<file path="config.mk">
export PLATFORM = sky130hd
export DESIGN_NAME = smc_isa_bridge
export DESIGN_NICKNAME = d
export VERILOG_FILES = /design/src/rtl/smc_isa_pkg.sv /design/src/rtl/isa_sync.sv /design/src/rtl/isa_rst_seq.sv /design/src/rtl/isa_cycle_fsm.sv /design/src/rtl/smc_isa_bridge.sv
export SDC_FILE = /design/constraint.sdc
export NUM_CORES = 1
export LEC_CHECK = 0
export BUFFER_PORTS_ARGS = -buffer_cell sky130_fd_sc_hd__buf_2
export CAP_MARGIN = 20
export CORE_MARGIN = 1
export CORE_UTILIZATION = 54
export DETAILED_ROUTE_END_ITERATION = 8
export PLACE_DENSITY_LB_ADDON = 0.1
export SYNTH_ARGS = -nofsm -noshare
export SYNTH_HDL_FRONTEND = slang
export SYNTH_SLANG_ARGS = --single-unit
</file>
<file path="constraint.sdc">
create_clock -name clk -period 7.7 [get_ports clk]
set_clock_uncertainty 0.1 [all_clocks]
set_input_delay 1.54 -clock clk [delete_from_list [all_inputs] [get_ports clk]]
set_output_delay 1.54 -clock clk [all_outputs]
set_load 0.02 [all_outputs]
</file>
<file path="src/rtl/smc_isa_pkg.sv">
package smc_isa_pkg;

  typedef enum logic [2:0] {
    ST_IDLE,
    ST_SETUP,
    ST_STROBE,
    ST_WAIT_READY,
    ST_SECOND_BYTE,
    ST_RELEASE
  } bridge_state_e;

  typedef struct packed {
    logic wr;
    logic io;
    logic split;
  } acc_attr_t;

endpackage

</file>
<file path="src/rtl/isa_sync.sv">
module isa_sync #(
  parameter int W = 3
) (
  input  logic         clk,
  input  logic         rst_n,
  input  logic [W-1:0] d,
  output logic [W-1:0] q
);

  logic [W-1:0] meta_q;
  logic [W-1:0] sync_q;

  always_ff @(posedge clk or negedge rst_n) begin
    if (!rst_n) begin
      meta_q <= '1;
      sync_q <= '1;
    end else begin
      meta_q <= d;
      sync_q <= meta_q;
    end
  end

  assign q = sync_q;

endmodule

</file>
<file path="src/rtl/isa_rst_seq.sv">
module isa_rst_seq #(
  parameter int RST_CYC   = 13,
  parameter int GUARD_CYC = 13
) (
  input  logic clk,
  input  logic rst_n,
  output logic sock_rst,
  output logic ready
);

  localparam int TOTAL = RST_CYC + GUARD_CYC;
  localparam int CW    = $clog2(TOTAL + 1);

  logic [CW-1:0] cnt_q, cnt_d;
  logic          cnt_en;

  assign cnt_en = (cnt_q != CW'(TOTAL));

  always_comb begin
    cnt_d = cnt_q;
    if (cnt_en) cnt_d = cnt_q + 1'b1;
  end

  always_ff @(posedge clk or negedge rst_n) begin
    if (!rst_n) cnt_q <= '0;
    else        cnt_q <= cnt_d;
  end

  assign sock_rst = (cnt_q < CW'(RST_CYC));
  assign ready    = !cnt_en;

endmodule

</file>
<file path="src/rtl/isa_cycle_fsm.sv">
module isa_cycle_fsm
  import smc_isa_pkg::*;
#(
  parameter int ISA_AW        = 24,
  parameter int DW            = 16,
  parameter int STB_CYC       = 4,
  parameter int MEM_ONE_MIN   = 10,
  parameter int IO_ONE_MIN    = 9,
  parameter int MEM_SPLIT_MIN = 24,
  parameter int IO_SPLIT_MIN  = 22
) (
  input  logic              clk,
  input  logic              rst_n,
  input  logic              ready,
  input  logic              cs_s,
  input  logic              oe_s,
  input  logic              we_s,
  input  logic [ISA_AW:0]   haddr,
  input  logic [DW-1:0]     hwdata,
  input  logic              bus16,
  input  logic              card8,
  output logic [DW-1:0]     hrdata,
  output logic              wait_act,
  output logic [ISA_AW-1:0] isa_addr,
  output logic [DW-1:0]     isa_dout,
  output logic              isa_dout_en,
  input  logic [DW-1:0]     isa_din,
  input  logic              isa_rdy,
  output logic              memr_n,
  output logic              memw_n,
  output logic              ior_n,
  output logic              iow_n
);

  localparam int BW      = DW / 2;
  localparam int MAX_ONE = (MEM_ONE_MIN > IO_ONE_MIN) ? MEM_ONE_MIN : IO_ONE_MIN;
  localparam int MAX_SPL = (MEM_SPLIT_MIN > IO_SPLIT_MIN) ? MEM_SPLIT_MIN : IO_SPLIT_MIN;
  localparam int MAX_MIN = (MAX_ONE > MAX_SPL) ? MAX_ONE : MAX_SPL;
  localparam int WC_W    = $clog2(MAX_MIN + 1);
  localparam int SC_W    = $clog2(STB_CYC + 1);

  bridge_state_e     state_q, state_d;
  acc_attr_t         attr_q;
  logic [ISA_AW-1:0] addr_q;
  logic [DW-1:0]     wd_q;
  logic [DW-1:0]     rd_q;
  logic              phase_q, phase_d;
  logic [WC_W-1:0]   wcnt_q, wcnt_d;
  logic [SC_W-1:0]   scnt_q, scnt_d;
  logic [WC_W-1:0]   min_req;
  logic              start;
  logic              strobe_on;
  logic              busy;
  logic              rd_en;
  logic              last_byte;

  assign start = ready && (state_q == ST_IDLE) && !cs_s && (!oe_s || !we_s);

  always_comb begin
    case ({attr_q.split, attr_q.io})
      2'b00:   min_req = WC_W'(MEM_ONE_MIN);
      2'b01:   min_req = WC_W'(IO_ONE_MIN);
      2'b10:   min_req = WC_W'(MEM_SPLIT_MIN);
      default: min_req = WC_W'(IO_SPLIT_MIN);
    endcase
  end

  assign last_byte = !attr_q.split || phase_q;

  // next-state logic
  always_comb begin
    state_d = state_q;
    case (state_q)
      ST_IDLE:        if (start) state_d = ST_SETUP;
      ST_SETUP:       state_d = ST_STROBE;
      ST_STROBE:      if (scnt_q == SC_W'(STB_CYC - 1)) state_d = ST_WAIT_READY;
      ST_WAIT_READY:  if (isa_rdy) state_d = last_byte ? ST_RELEASE : ST_SECOND_BYTE;
      ST_SECOND_BYTE: state_d = ST_STROBE;
      ST_RELEASE:     if (cs_s && (wcnt_q >= min_req)) state_d = ST_IDLE;
      default:        state_d = ST_IDLE;
    endcase
  end

  always_comb begin
    wcnt_d = wcnt_q;
    if (start)                   wcnt_d = WC_W'(1);
    else if (state_q == ST_IDLE) wcnt_d = '0;
    else if (wcnt_q != '1)       wcnt_d = wcnt_q + 1'b1;
  end

  always_comb begin
    scnt_d = '0;
    if (state_q == ST_STROBE) scnt_d = scnt_q + 1'b1;
  end

  always_comb begin
    phase_d = phase_q;
    if (start) phase_d = 1'b0;
    else if ((state_q == ST_WAIT_READY) && isa_rdy && !last_byte) phase_d = 1'b1;
  end

  assign rd_en = (state_q == ST_WAIT_READY) && isa_rdy && !attr_q.wr;

  always_ff @(posedge clk or negedge rst_n) begin
    if (!rst_n) begin
      state_q <= ST_IDLE;
      wcnt_q  <= '0;
      scnt_q  <= '0;
      phase_q <= 1'b0;
    end else begin
      state_q <= state_d;
      wcnt_q  <= wcnt_d;
      scnt_q  <= scnt_d;
      phase_q <= phase_d;
    end
  end

  always_ff @(posedge clk or negedge rst_n) begin
    if (!rst_n) begin
      attr_q <= '0;
      addr_q <= '0;
      wd_q   <= '0;
    end else if (start) begin
      attr_q.wr    <= !we_s;
      attr_q.io    <= haddr[ISA_AW];
      attr_q.split <= bus16 && card8;
      addr_q       <= haddr[ISA_AW-1:0];
      wd_q         <= hwdata;
    end
  end

  always_ff @(posedge clk or negedge rst_n) begin
    if (!rst_n) begin
      rd_q <= '0;
    end else if (rd_en) begin
      if (!attr_q.split)  rd_q              <= isa_din;
      else if (phase_q)   rd_q[DW-1:BW]     <= isa_din[BW-1:0];
      else                rd_q[BW-1:0]      <= isa_din[BW-1:0];
    end
  end

  assign strobe_on = (state_q == ST_STROBE) || (state_q == ST_WAIT_READY);
  assign busy      = (state_q == ST_SETUP) || strobe_on || (state_q == ST_SECOND_BYTE);
  assign wait_act  = start || busy || ((state_q == ST_RELEASE) && (wcnt_q < min_req));

  assign memr_n = !(strobe_on && !attr_q.io && !attr_q.wr);
  assign memw_n = !(strobe_on && !attr_q.io &&  attr_q.wr);
  assign ior_n  = !(strobe_on &&  attr_q.io && !attr_q.wr);
  assign iow_n  = !(strobe_on &&  attr_q.io &&  attr_q.wr);

  assign isa_addr    = {addr_q[ISA_AW-1:1], attr_q.split ? phase_q : addr_q[0]};
  assign isa_dout    = attr_q.split ? {{BW{1'b0}}, phase_q ? wd_q[DW-1:BW] : wd_q[BW-1:0]} : wd_q;
  assign isa_dout_en = attr_q.wr && busy;
  assign hrdata      = rd_q;

  // checker: independent count of cycles with wait held
  logic [WC_W:0] chk_q;
  always_ff @(posedge clk or negedge rst_n) begin
    if (!rst_n)        chk_q <= '0;
    else if (!wait_act) chk_q <= '0;
    else if (chk_q != '1) chk_q <= chk_q + 1'b1;
  end

  logic any_stb;
  assign any_stb = !(memr_n && memw_n && ior_n && iow_n);

  a_r4_one_strobe: assert property (@(posedge clk) disable iff (!rst_n)
    $onehot0({~memr_n, ~memw_n, ~ior_n, ~iow_n}));

  a_r9_strobe_under_wait: assert property (@(posedge clk) disable iff (!rst_n)
    any_stb |-> wait_act);

  a_r6_min_wait: assert property (@(posedge clk) disable iff (!rst_n)
    $fell(wait_act) |-> (chk_q >= {1'b0, min_req}));

  a_r5_ready_extends: assert property (@(posedge clk) disable iff (!rst_n)
    (any_stb && !isa_rdy) |=> any_stb);

  a_r7_even_first: assert property (@(posedge clk) disable iff (!rst_n)
    ($rose(any_stb) && attr_q.split && !phase_q) |-> !isa_addr[0]);

endmodule

</file>
<file path="src/rtl/smc_isa_bridge.sv">
module smc_isa_bridge #(
  parameter int ISA_AW        = 24,
  parameter int DW            = 16,
  parameter int STB_CYC       = 4,
  parameter int MEM_ONE_MIN   = 10,
  parameter int IO_ONE_MIN    = 9,
  parameter int MEM_SPLIT_MIN = 24,
  parameter int IO_SPLIT_MIN  = 22,
  parameter int CLK_NS        = 40,
  parameter int RST_NS        = 500
) (
  input  logic              clk,
  input  logic              rst_n,
  input  logic              hst_cs_n,
  input  logic              hst_oe_n,
  input  logic              hst_we_n,
  input  logic [ISA_AW:0]   hst_addr,
  input  logic [DW-1:0]     hst_wdata,
  output logic [DW-1:0]     hst_rdata,
  output logic              hst_rdata_en,
  output logic              hst_wait_n,
  input  logic              cfg_bus16,
  input  logic              card_8bit,
  output logic              sock_rst,
  output logic [ISA_AW-1:0] isa_addr,
  output logic [DW-1:0]     isa_dout,
  output logic              isa_dout_en,
  input  logic [DW-1:0]     isa_din,
  input  logic              isa_rdy,
  output logic              isa_memr_n,
  output logic              isa_memw_n,
  output logic              isa_ior_n,
  output logic              isa_iow_n
);

  localparam int RST_CYC   = (RST_NS + CLK_NS - 1) / CLK_NS;
  localparam int GUARD_CYC = RST_CYC;

  logic [1:0] rsync_q;
  logic       rst_n_s;

  always_ff @(posedge clk or negedge rst_n) begin
    if (!rst_n) rsync_q <= '0;
    else        rsync_q <= {rsync_q[0], 1'b1};
  end
  assign rst_n_s = rsync_q[1];

  logic [2:0] ctl_s;
  logic       seq_ready;
  logic       wait_act;

  isa_sync #(.W(3)) u_sync (
    .clk   (clk),
    .rst_n (rst_n_s),
    .d     ({hst_cs_n, hst_oe_n, hst_we_n}),
    .q     (ctl_s)
  );

  isa_rst_seq #(.RST_CYC(RST_CYC), .GUARD_CYC(GUARD_CYC)) u_seq (
    .clk      (clk),
    .rst_n    (rst_n_s),
    .sock_rst (sock_rst),
    .ready    (seq_ready)
  );

  isa_cycle_fsm #(
    .ISA_AW        (ISA_AW),
    .DW            (DW),
    .STB_CYC       (STB_CYC),
    .MEM_ONE_MIN   (MEM_ONE_MIN),
    .IO_ONE_MIN    (IO_ONE_MIN),
    .MEM_SPLIT_MIN (MEM_SPLIT_MIN),
    .IO_SPLIT_MIN  (IO_SPLIT_MIN)
  ) u_fsm (
    .clk         (clk),
    .rst_n       (rst_n_s),
    .ready       (seq_ready),
    .cs_s        (ctl_s[2]),
    .oe_s        (ctl_s[1]),
    .we_s        (ctl_s[0]),
    .haddr       (hst_addr),
    .hwdata      (hst_wdata),
    .bus16       (cfg_bus16),
    .card8       (card_8bit),
    .hrdata      (hst_rdata),
    .wait_act    (wait_act),
    .isa_addr    (isa_addr),
    .isa_dout    (isa_dout),
    .isa_dout_en (isa_dout_en),
    .isa_din     (isa_din),
    .isa_rdy     (isa_rdy),
    .memr_n      (isa_memr_n),
    .memw_n      (isa_memw_n),
    .ior_n       (isa_ior_n),
    .iow_n       (isa_iow_n)
  );

  assign hst_wait_n   = !wait_act;
  assign hst_rdata_en = !hst_cs_n && !hst_oe_n;

  a_r10_quiet_until_ready: assert property (@(posedge clk) disable iff (!rst_n_s)
    !seq_ready |-> (hst_wait_n && isa_memr_n && isa_memw_n && isa_ior_n && isa_iow_n));

endmodule

</file>
==> metrics.cfg, run 1 <==
[synth]
ys_ff_latch=84
ys_seq_area_share_pct=54.25
synthTopCellsByCount=dfrtp_1 (78), mux2_2 (54), buf_4 (23), nor2_1 (18), ha_1 (14)
syn_nets=387
syn_inst=308
syn_area_sq_mm=0.003889
yosysMostFrequentCell=dfrtp_1
synth-async-reset-ratio_pct=100.0
synth_top_area_share_pct=50.19
yosysUniqueCellTypes=40
avgSynthCellArea_sq_um=12.63
ys.warnings.count=0
yosys-top-cells-area=dfrtp_1 (50%), mux2_2 (16%), ha_1 (4.5%), buf_4 (4.4%), dfstp_2 (4.1%)
synth_edf_count=0
synth_area_leader_cell=dfrtp_1
synth_ff_type=dfrtp_1

[final_layout]
final_util_pct=68.03
multi_input_area_sq_mm=0.001514
fin_nets=495
fill_cells=544
drive_gt1_share_pct=51.31
n_antenna_cell=0
fin_area_sq_mm=0.004673
syn2layout_area_growth_pct=20.17
register_area_sq_mm=0.002113

[clock_network]
cts.clk_slew.worst_paths_ns=0.08
cts_tree=built
cts_root_buf=clkbuf_8
cts_setup_buffers=0
cts_resized=0
cts.sinks=84
clk_latency_ns=0.35
cts_buffer_depth=2
cts_hold_buf=0
cts_buffers=9
htree_levels=3

[detailed_routing]
ant_nets=0
dr_wl_met2_microns=3548
initialDrtViolationCount=92
wl_per_cell_microns=14.22
first_pass_iters=4
drc_errors=0
wirelength_microns=7350
routed-wl-met3_microns=521
routed_via_density=5.035
wl_met1_microns=3153
vias=2603
top_layer=met4

[sta]
layout_setup_ws_ns=3.105
max_clock_freq_mhz=217.7
relSlewSlack_pct=35.80
finalSetupViolCount=0
rsz0062_at_grt=no
tightestPinTransition_ns=0.9605
period_share_pct=59.67
finalSetupTns_ns=0
hold_violations=0
period_needed_ns=4.595
final_max_slew_viol_count=0

[critical_path]
cp_max_fo=23
crit_path_end_kind=output port
crit_chain=inv_1, ha_1, inv_1, ha_1, nor2b_1, o2111ai_1, a31o_2, a21oi_1, buf_2
cp_slowest_cell=dfrtp_1
cp.required_ns=6.06
cpPeakStageDelay_ns=0.97
crit_arrival_ns=2.95
path_class=flop to output port
start_kind=flop

[floorplan]
io_pins=129
core_area_sq_mm=0.006869
dieArea_sq_mm=0.007545
die_h_microns=86.86
rows=30
fp.dieW_microns=86.86
start_util_pct=56.61

[global_routing]
gr-total-overflow=0
grt_pass1_wl_microns=11760
gr-usage-all-layers_pct=20.48
grt_start_max_net_pins=83
antenna_found_initial=0
grt_pass1_vias=2604

[placed_design]
gp_congestion=0.7549
dp_slack_ns=3.524
placed_area_sq_mm=0.004433
port_buffers=128
hpwl_microns=5091

[pwr]
powerDensity_mw_per_mm2=422.2
p_leak_uw=0.002273
power_uw=1973
vdd_drop_max_v=0.0002306

[flow_run]
maxCapViolations=0

[status]
status=finished, final reports clean

[min_path]
hold_class=flop to async pin

critical path: cells and delay by family (launching register included):
family	cells	cell delay, ns
DFF	1	0.97
adders and majority gates	2	0.61
AOI/OAI and AO/OA	3	0.49
buffers and inverters	3	0.40
and+or+nand+nor	1	0.13
per-stage QoR:
step                hold WS [ns]  instances
finish                   0.05165        517
global route             0.06868        517
CTS                       0.2559        515
detailed placement        0.2410        499
global placement          0.2437        499
floorplan                 0.2312        308
area by class of cell:
type / instances / share of cell area [%]
clock buffers: 11 / 3.240
clock inverters: 5 / 0.8835
inverters: 10 / 0.8032
multi-input cells: 180 / 32.40
flip-flops and latches: 84 / 45.22
well taps: 96 / 2.570
repair buffers: 131 / 14.89
sequential cells by signal, indices dropped and copies added, names as in the netlist:
signal,cells
u_fsm.hrdata,16
u_fsm.state_q,3
u_fsm.phase_q,1
u_sync.meta_q,3
u_sync.q,3
u_fsm.wd_q,16
u_fsm.attr_q,3
u_seq.cnt_q,5
u_fsm.scnt_q,3
rsync_q,2
u_fsm.addr_q,24
u_fsm.wcnt_q,5
path summary, 6_finish.rpt:
| path | depth (start not counted) | slack, ns | end | start |
|---|---|---|---|---|
| max reg2reg | 3 | 4.90 | u_fsm.hrdata[0] | u_fsm.attr_q[0] |
| max in group asynchronous | 1 | 6.54 | rsync_q[1] | rst_n |
| min reg2reg | 0 | 0.05 | u_fsm.addr_q[22] | rsync_q[1] |
| max | 9 | 3.11 | hst_wait_n | u_fsm.attr_q[0] |
| min | 0 | 0.05 | u_fsm.addr_q[22] | rsync_q[1] |
| min in group clk | 0 | 0.26 | u_sync.q[0] | u_sync.meta_q[0] |
cells by family after synthesis:
| group | Yosys count | share of synthesized area [%] |
|---|---|---|
| AOI/OAI and AO/OA | 30 | 4.827 |
| xor gates and xnor gates | 7 | 1.577 |
| adders and majority gates | 14 | 4.505 |
| buffers and inverters | 44 | 7.014 |
| DFF | 84 | 54.25 |
| muxes | 67 | 19.37 |
| other | 1 | 0.09643 |
| and+or+nand+nor | 61 | 8.366 |
report_power, final:
part / internal [uW] / switching [uW] / total, uW
sequential: 629 / 141 / 769
clock: 138 / 162 / 300
combinational: 407 / 497 / 904
layout by cell type (no fill, tap or decap), types with 4 or more instances in the layout:
| cell | count |
|---|---|
| nand3_1 | 5 |
| dfstp_2 | 6 |
| nor2b_1 | 12 |
| nor3_1 | 4 |
| xnor2_1 | 4 |
| o21ai_0 | 7 |
| ha_1 | 14 |
| a21oi_1 | 12 |
| nand2_1 | 6 |
| nor2_1 | 18 |
| inv_1 | 10 |
| buf_2 | 128 |
| dfrtp_1 | 77 |
| mux2_2 | 54 |
| mux2i_1 | 10 |
| clkbuf_8 | 11 |
metal layers:
metal,up-vias,global-route usage (%)
met1,1261,24.71
met4,0,7.273
met5,-,0
met3,11,8.246
li1,1253,-
met2,78,33.29
(Power assumes the default switching activity.)
==> run 2: changes to the inputs <==
- ABC_AREA: default -> 1
- CORE_UTILIZATION: 54 -> 46
- clock period: 7.7 -> 4 ns (I/O delays scaled with it)
==> run 2 against run 1 <==
Against the previous run: global-route usage fell by 1.0 points; flip-flop and latch count stayed put; synthesized cell count grew 54%; via count increased by 24%; setup slack got worse by 2.3 ns; largest power group unchanged; sequential power grew 83%; clock power up 120%; first-iteration DRC count up 85%; combinational power grew 90%; utilization decreased by 11 points; register-to-register slack got worse by 3.7 ns.
==> metrics.cfg, run 2 <==
[status]
status=finished, final reports clean  ; unchanged

[final_layout]
layout_common_cells=nand2_1 (172), buf_2 (128), dfrtp_1 (77)  ; was buf_2 (128), dfrtp_1 (77), mux2_2 (54)
syn2layout_area_growth_pct=18.56  ; was 20.17%
n_antenna_cell=0  ; unchanged
register_area_sq_mm=0.002113  ; unchanged
largest_register_ffs=24  ; unchanged
regMostFlops=u_fsm.addr_q  ; unchanged
drive_gt1_share_pct=28.30  ; was 51.31%
fill_cells=803  ; was 544
fin_nets=657  ; was 495
multi_input_area_sq_mm=0.001448  ; was 0.001514 sq mm
mostFrequentLayoutCell=nand2_1  ; was buf_2

[clock_network]
cts_buffer_depth=2  ; unchanged
clk_latency_ns=0.35  ; about the same
cts.clk_slew.worst_paths_ns=0.08  ; about the same
cts_hold_buf=0  ; unchanged
cts_setup_buffers=0  ; unchanged
cts_root_buf=clkbuf_8  ; unchanged
cts.sinks=84  ; unchanged
cts_resized=0  ; unchanged
cts_buffers=9  ; unchanged
htree_levels=3  ; unchanged
cts_tree=built  ; unchanged

[critical_path]
crit_path_end_kind=output port  ; unchanged
cp.required_ns=3.10  ; was 6.06 ns
crit_arrival_ns=2.25  ; was 2.95 ns
cp_max_fo=28  ; was 23
path_class=flop to output port  ; unchanged
start_kind=flop  ; unchanged

[synth]
syn_nets=553  ; was 387
synth_edf_count=0  ; unchanged
synth_compound_area_share_pct=7.690  ; was 4.826%
synth_ff_type=dfrtp_1  ; unchanged
yosysUniqueCellTypes=29  ; was 40
ys_seq_area_share_pct=52.49  ; was 54.25%
yosysMostFrequentCell=nand2_1  ; was dfrtp_1
synth-async-reset-ratio_pct=100.0  ; unchanged
synth_top_family_by_area=simple AND/OR/NAND/NOR gates  ; was multiplexers
synthMuxAreaShare_pct=0  ; was 19.37%
ys_ff_latch=84  ; unchanged
ys.warnings.count=0  ; unchanged
synth_top_area_share_pct=48.57  ; was 50.19%
synthXorXnorAreaFrac_pct=0.6538  ; was 1.577%
synthAdderAreaFrac_pct=4.359  ; was 4.505%
yosys-top-cells-area=dfrtp_1 (49%), nand2_1 (16%), buf_4 (5.4%), ha_1 (4.4%), dfstp_2 (3.9%)  ; was dfrtp_1 (50%), mux2_2 (16%), ha_1 (4.5%), buf_4 (4.4%), dfstp_2 (4.1%)
syn_inst=474  ; was 308
avgSynthCellArea_sq_um=8.479  ; was 12.63 sq um
synth_area_leader_cell=dfrtp_1  ; unchanged
synthTopCellsByCount=nand2_1 (172), dfrtp_1 (78), inv_1 (41), buf_4 (29), nor2_1 (29)  ; was dfrtp_1 (78), mux2_2 (54), buf_4 (23), nor2_1 (18), ha_1 (14)
synth-simple-area-share_pct=23.23  ; was 8.366%
syn_area_sq_mm=0.004019  ; was 0.003889 sq mm

[detailed_routing]
routed_via_density=4.688  ; was 5.035
dr_wl_met2_microns=3669  ; was 3548 microns
first_pass_iters=4  ; unchanged
wl_met1_microns=3974  ; was 3153 microns
drc_errors=0  ; unchanged
routed-wl-met3_microns=540  ; was 521 microns
wirelength_microns=8311  ; was 7350 microns
vias=3225  ; was 2603
top_layer=met4  ; unchanged
initialDrtViolationCount=170  ; was 92
wl_per_cell_microns=12.08  ; was 14.22 microns
ant_nets=0  ; unchanged

[min_path]
hold_class=primary input to async pin  ; was flop to async pin

[global_routing]
grt_pass1_wl_microns=13490  ; was 11760 microns
grt_pass1_vias=2869  ; was 2604
grt_start_max_net_pins=83  ; unchanged
antenna_found_initial=0  ; unchanged
gr-total-overflow=0  ; unchanged
gr-usage-all-layers_pct=19.45  ; was 20.48%

[sta]
max_clock_freq_mhz=317.9
finalSetupTns_ns=0  ; unchanged
layout_setup_ws_ns=0.8540  ; was 3.105 ns
hold_violations=0  ; unchanged
rsz0062_at_grt=no  ; unchanged
relSlewSlack_pct=57.53  ; was 35.80%
period_needed_ns=3.146
final_max_slew_viol_count=0  ; unchanged
period_share_pct=78.65
finalSetupViolCount=0  ; unchanged
tightestPinTransition_ns=0.6351  ; was 0.9605 ns

[placed_design]
gp_congestion=0.8103  ; was 0.7549
dp_slack_ns=1.140  ; was 3.524 ns
port_buffers=128  ; unchanged
hpwl_microns=6017  ; was 5091 microns

[flow_run]
maxCapViolations=0  ; unchanged

[floorplan]
rows=33  ; was 30
fp.dieW_microns=95.47  ; was 86.86 microns
io_pins=129  ; unchanged
core_area_sq_mm=0.008341  ; was 0.006869 sq mm
die_h_microns=95.47  ; was 86.86 microns
start_util_pct=48.18  ; was 56.61%
dieArea_sq_mm=0.009115  ; was 0.007545 sq mm

[pwr]
vdd_drop_max_v=0.0003882  ; was 0.0002306 V
powerDensity_mw_per_mm2=792.7  ; was 422.2 mW/mm^2
p_leak_uw=0.002621  ; was 0.002273 uW

-- run 2: cell types whose count changed after synthesis, sizes merged, moves of 9 or more --
cell / change
nand2: +169
mux2: -57
inv: +36
o21ai: +32
nor2: +13
nor2b: -12
mux2i: -10
nand3: +9
-- run 2: per-layer routing --
metal | vias up | GRT usage (%)
met1 | 1462 | 27.06
met3 | 9 | 4.705
met5 | - | 0
li1 | 1655 | -
met4 | 0 | 8.458
met2 | 99 | 28.81
-- run 2: worst paths after layout --
path                            depth (start not counted)  slack [ns]       startpoint          endpoint
worst min register to register                          0        0.16       rsync_q[1]  u_fsm.addr_q[14]
worst max register to register                         10        1.16   u_seq.cnt_q[0]  u_fsm.addr_q[14]
min in group clk                                        0        0.25       rsync_q[0]        rsync_q[1]
worst min-delay path                                    1        0.12            rst_n        rsync_q[0]
worst max-delay path                                   10        0.85  u_fsm.attr_q[0]        hst_wait_n
max in group asynchronous                               1        3.01       rsync_q[1]       u_sync.q[1]
-- run 2: final cells by class --
class / count / area share (%)
timing repair buffer: 132 / 14.50
multi-input combinational: 305 / 30.38
sequential: 84 / 44.35
clock buffer: 12 / 2.836
inverter: 46 / 3.624
tap: 105 / 2.757
clock inverter: 4 / 1.549
-- run 2: critical path: stages, from the launching register on --
cell,delay [ns]
dfrtp_1,0.33
buf_4,0.26
inv_2,0.10
ha_1,0.28
inv_1,0.04
ha_1,0.26
nand2_1,0.04
nor2_1,0.11
nand2_1,0.10
a31oi_1,0.19
buf_2,0.19
-- run 2: logic make-up after synthesis --
family	Yosys count
flip-flops	84
buffers and inverters	85
XOR/XNOR	3
adder cells (fa/ha/maj)	14
other	1
AND/OR/NAND/NOR	230
AO/OA/AOI/OAI	57
-- run 2: power by group --
| part | leakage (uW) | switching [uW] | internal (uW) |
|---|---|---|---|
| logic | 0.00151 | 1120 | 595 |
| clock network | 0.000105 | 292 | 353 |
| registers | 0.00101 | 219 | 1190 |
| total | 0.00262 | 1640 | 2140 |
-- run 2: metrics by stage --
stage	cells	utilization, %	area, sq um	power (uW)	hold WS (ns)
after global placement	671	54.29	4528	3125	0.2342
after global routing	688	57.13	4765	4118	0.09930
final	688	57.13	4765	3777	0.1241
after floorplan	474	-	4019	2792	0.2312
after CTS	687	56.80	4737	3821	0.1047
after detailed placement	671	54.29	4528	3156	0.2397
==> run 3: changes to the inputs <==
- clock period: 4 -> 2.5 ns (I/O delays scaled with it)
==> run 3 against run 2 <==
Against the previous run: the run now ends with negative setup slack left; critical path depth down 1; flip-flop and latch count unchanged; cell count up 2.2%; hold slack better by 0.028 ns; global-route usage up 0.91 points; sequential power up 61%; clock power up 67%; total power up 70%; utilization up 2.7 points; cell area up 4.7%; die area unchanged; largest cell class unchanged; highest routed layer unchanged.
==> metrics.cfg, run 3 (synthesis results as in run 2) <==
[sta]
relSlewSlack_pct=57.60  ; was 57.53%
tightestPinTransition_ns=0.6340  ; was 0.6351 ns
rsz0062_at_grt=yes  ; was no
layout_setup_ws_ns=-0.07347  ; was 0.8540 ns
finalSetupViolCount=1  ; was 0
finalSetupTns_ns=-0.07347  ; was 0 ns
period_needed_ns=2.573
hold_violations=0  ; unchanged
hold_slack_ns=0.1521  ; was 0.1241 ns
final_max_slew_viol_count=0  ; unchanged
period_share_pct=102.9
max_clock_freq_mhz=388.6

[clock_network]
cts.sinks=84  ; unchanged
htree_levels=3  ; unchanged
cts_buffers=9  ; unchanged
cts_buffer_depth=2  ; unchanged
cts.clk_slew.worst_paths_ns=0.08  ; about the same
clk_latency_ns=0.35  ; about the same
cts_tree=built  ; unchanged
cts_root_buf=clkbuf_8  ; unchanged

[placed_design]
dp_slack_ns=0.1352  ; was 1.140 ns
dp.cells=675  ; was 671
port_buffers=128  ; unchanged
gp_congestion=0.8042  ; was 0.8103
hpwl_microns=6383  ; was 6017 microns

[critical_path]
cp.required_ns=1.90  ; was 3.10 ns
path_buf_inv=2  ; was 4
crit_chain=inv_2, ha_4, nor2_2, ha_1, nand2_2, nor2_4, nand2_2, a31oi_1, buf_4  ; was buf_4, inv_2, ha_1, inv_1, ha_1, nand2_1, nor2_1, nand2_1, a31oi_1, buf_2
crit_top_cell=nand2_2
crit_path_end_kind=output port  ; unchanged
cpPeakStageDelay_ns=0.45  ; was 0.33 ns
cp_max_fo=4  ; was 28
worstReg2RegStart=u_fsm.attr_q[1]  ; was u_seq.cnt_q[0]
cp_slowest_cell=dfrtp_2  ; was dfrtp_1
crit_arrival_ns=1.97  ; was 2.25 ns
start_kind=flop  ; unchanged
path_delay_family=flip-flops  ; was buffers and inverters
path_class=flop to output port  ; unchanged
cp-startpoint=u_fsm.attr_q[1]  ; was u_fsm.attr_q[0]

[pwr]
p_leak_uw=0.002708  ; was 0.002621 uW
power_uw=6435  ; was 3777 uW
powerDensity_mw_per_mm2=1290  ; was 792.7 mW/mm^2
vdd_drop_max_v=0.0005634  ; was 0.0003882 V

[final_layout]
mostFrequentLayoutCell=nand2_1  ; unchanged
fin_nets=672  ; was 657
syn2layout_area_growth_pct=24.13  ; was 18.56%
regMostFlops=u_fsm.addr_q  ; unchanged
largest_register_ffs=24  ; unchanged
stdcell_count=703  ; was 688
n_antenna_cell=0  ; unchanged
layout_common_cells=nand2_1 (166), buf_2 (127), dfrtp_1 (76)  ; was nand2_1 (172), buf_2 (128), dfrtp_1 (77)
drive_gt1_share_pct=32.94  ; was 28.30%

[detailed_routing]
initialDrtViolationCount=122  ; was 170
drc_errors=0  ; unchanged
wirelength_microns=8912  ; was 8311 microns
wl_per_cell_microns=12.68  ; was 12.08 microns
first_pass_iters=4  ; unchanged
vias=3284  ; was 3225
ant_nets=0  ; unchanged
routed_via_density=4.671  ; was 4.688

[global_routing]
grt_start_max_net_pins=50  ; was 83
grt_pass1_wl_microns=14280  ; was 13490 microns
grt_pass1_vias=3116  ; was 2869
gr-usage-all-layers_pct=20.36  ; was 19.45%
gr-total-overflow=0  ; unchanged
antenna_found_initial=0  ; unchanged

[floorplan]
io_pins=129  ; unchanged
core_area_sq_mm=0.008341  ; unchanged
die_h_microns=95.47  ; unchanged
dieArea_sq_mm=0.009115  ; unchanged
fp.dieW_microns=95.47  ; unchanged
rows=33  ; unchanged
start_util_pct=48.18  ; unchanged

[status]
status=finished, violations left  ; was finished, final reports clean
violations=negative setup slack

[min_path]
hold_class=primary input to flop  ; was primary input to async pin
hold_start=hst_we_n

[flow_run]
maxCapViolations=0  ; unchanged

## run 3: what timing repair did
item / in CTS / in global routing
hold buffers: 1 / 0
cloned: 0 / 0
gates resized for setup: 7 / 15
pin swaps: 7 / 10
setup endpoints to repair: 1 / 12
setup buffers: 11 / 1
endpoints found under the hold margin: 2 / 0
## run 3: through the flow
step / area (sq um) / utilization, %
6_report: 4989 / 59.81
5_1_grt: 4989 / 59.81
4_1_cts: 4931 / 59.12
3_5_place_dp: 4583 / 54.95
3_3_place_gp: 4583 / 54.95
2_1_floorplan: 4020 / -
## run 3: layout make-up
type	count	area, sq um
clock buffers	11	141.4
repair buffers	147	820.8
well taps	105	131.4
multi-input cells	305	1525
fillers	757	3352
flip-flops and latches	84	2115
clock inverters	5	82.58
inverters	46	172.7
## run 3: worst paths after layout
check | slack [ns] | cells after the start | to
min in group asynchronous | 0.19 | 0 | u_seq.cnt_q[2]
max | -0.07 | 9 | hst_wait_n
min reg2reg | 0.19 | 0 | u_seq.cnt_q[2]
min | 0.15 | 1 | u_sync.meta_q[0]
max in group asynchronous | 1.45 | 1 | u_sync.meta_q[1]
max reg2reg | 0.10 | 16 | u_fsm.state_q[0]
## run 3: report_power, final
part	switching (uW)	internal (uW)
registers	361	1910
logic	1950	1140
clock network	487	595
total	2790	3640
## run 3: layer usage
| metal | track usage (%) | wire [microns] |
|---|---|---|
| met2 | 32.50 | 4081 |
| met4 | 6.468 | 97 |
| met5 | 0 | 0 |
| met1 | 27.26 | 4166 |
| met3 | 5.024 | 566 |
## run 3: worst register-to-register path, cell delays in order, from the launching register on
cell and delay [ns]:
dfrtp_2 0.45, inv_2 0.10, ha_4 0.13, nor2_2 0.04, ha_1 0.31, nand2_2 0.08
nor2_4 0.13, nand2_2 0.07, buf_4 0.13, buf_4 0.12, buf_4 0.12, buf_4 0.12
buf_6 0.11, nand4_1 0.11, nand3_1 0.09, nand2_1 0.07, inv_1 0.04
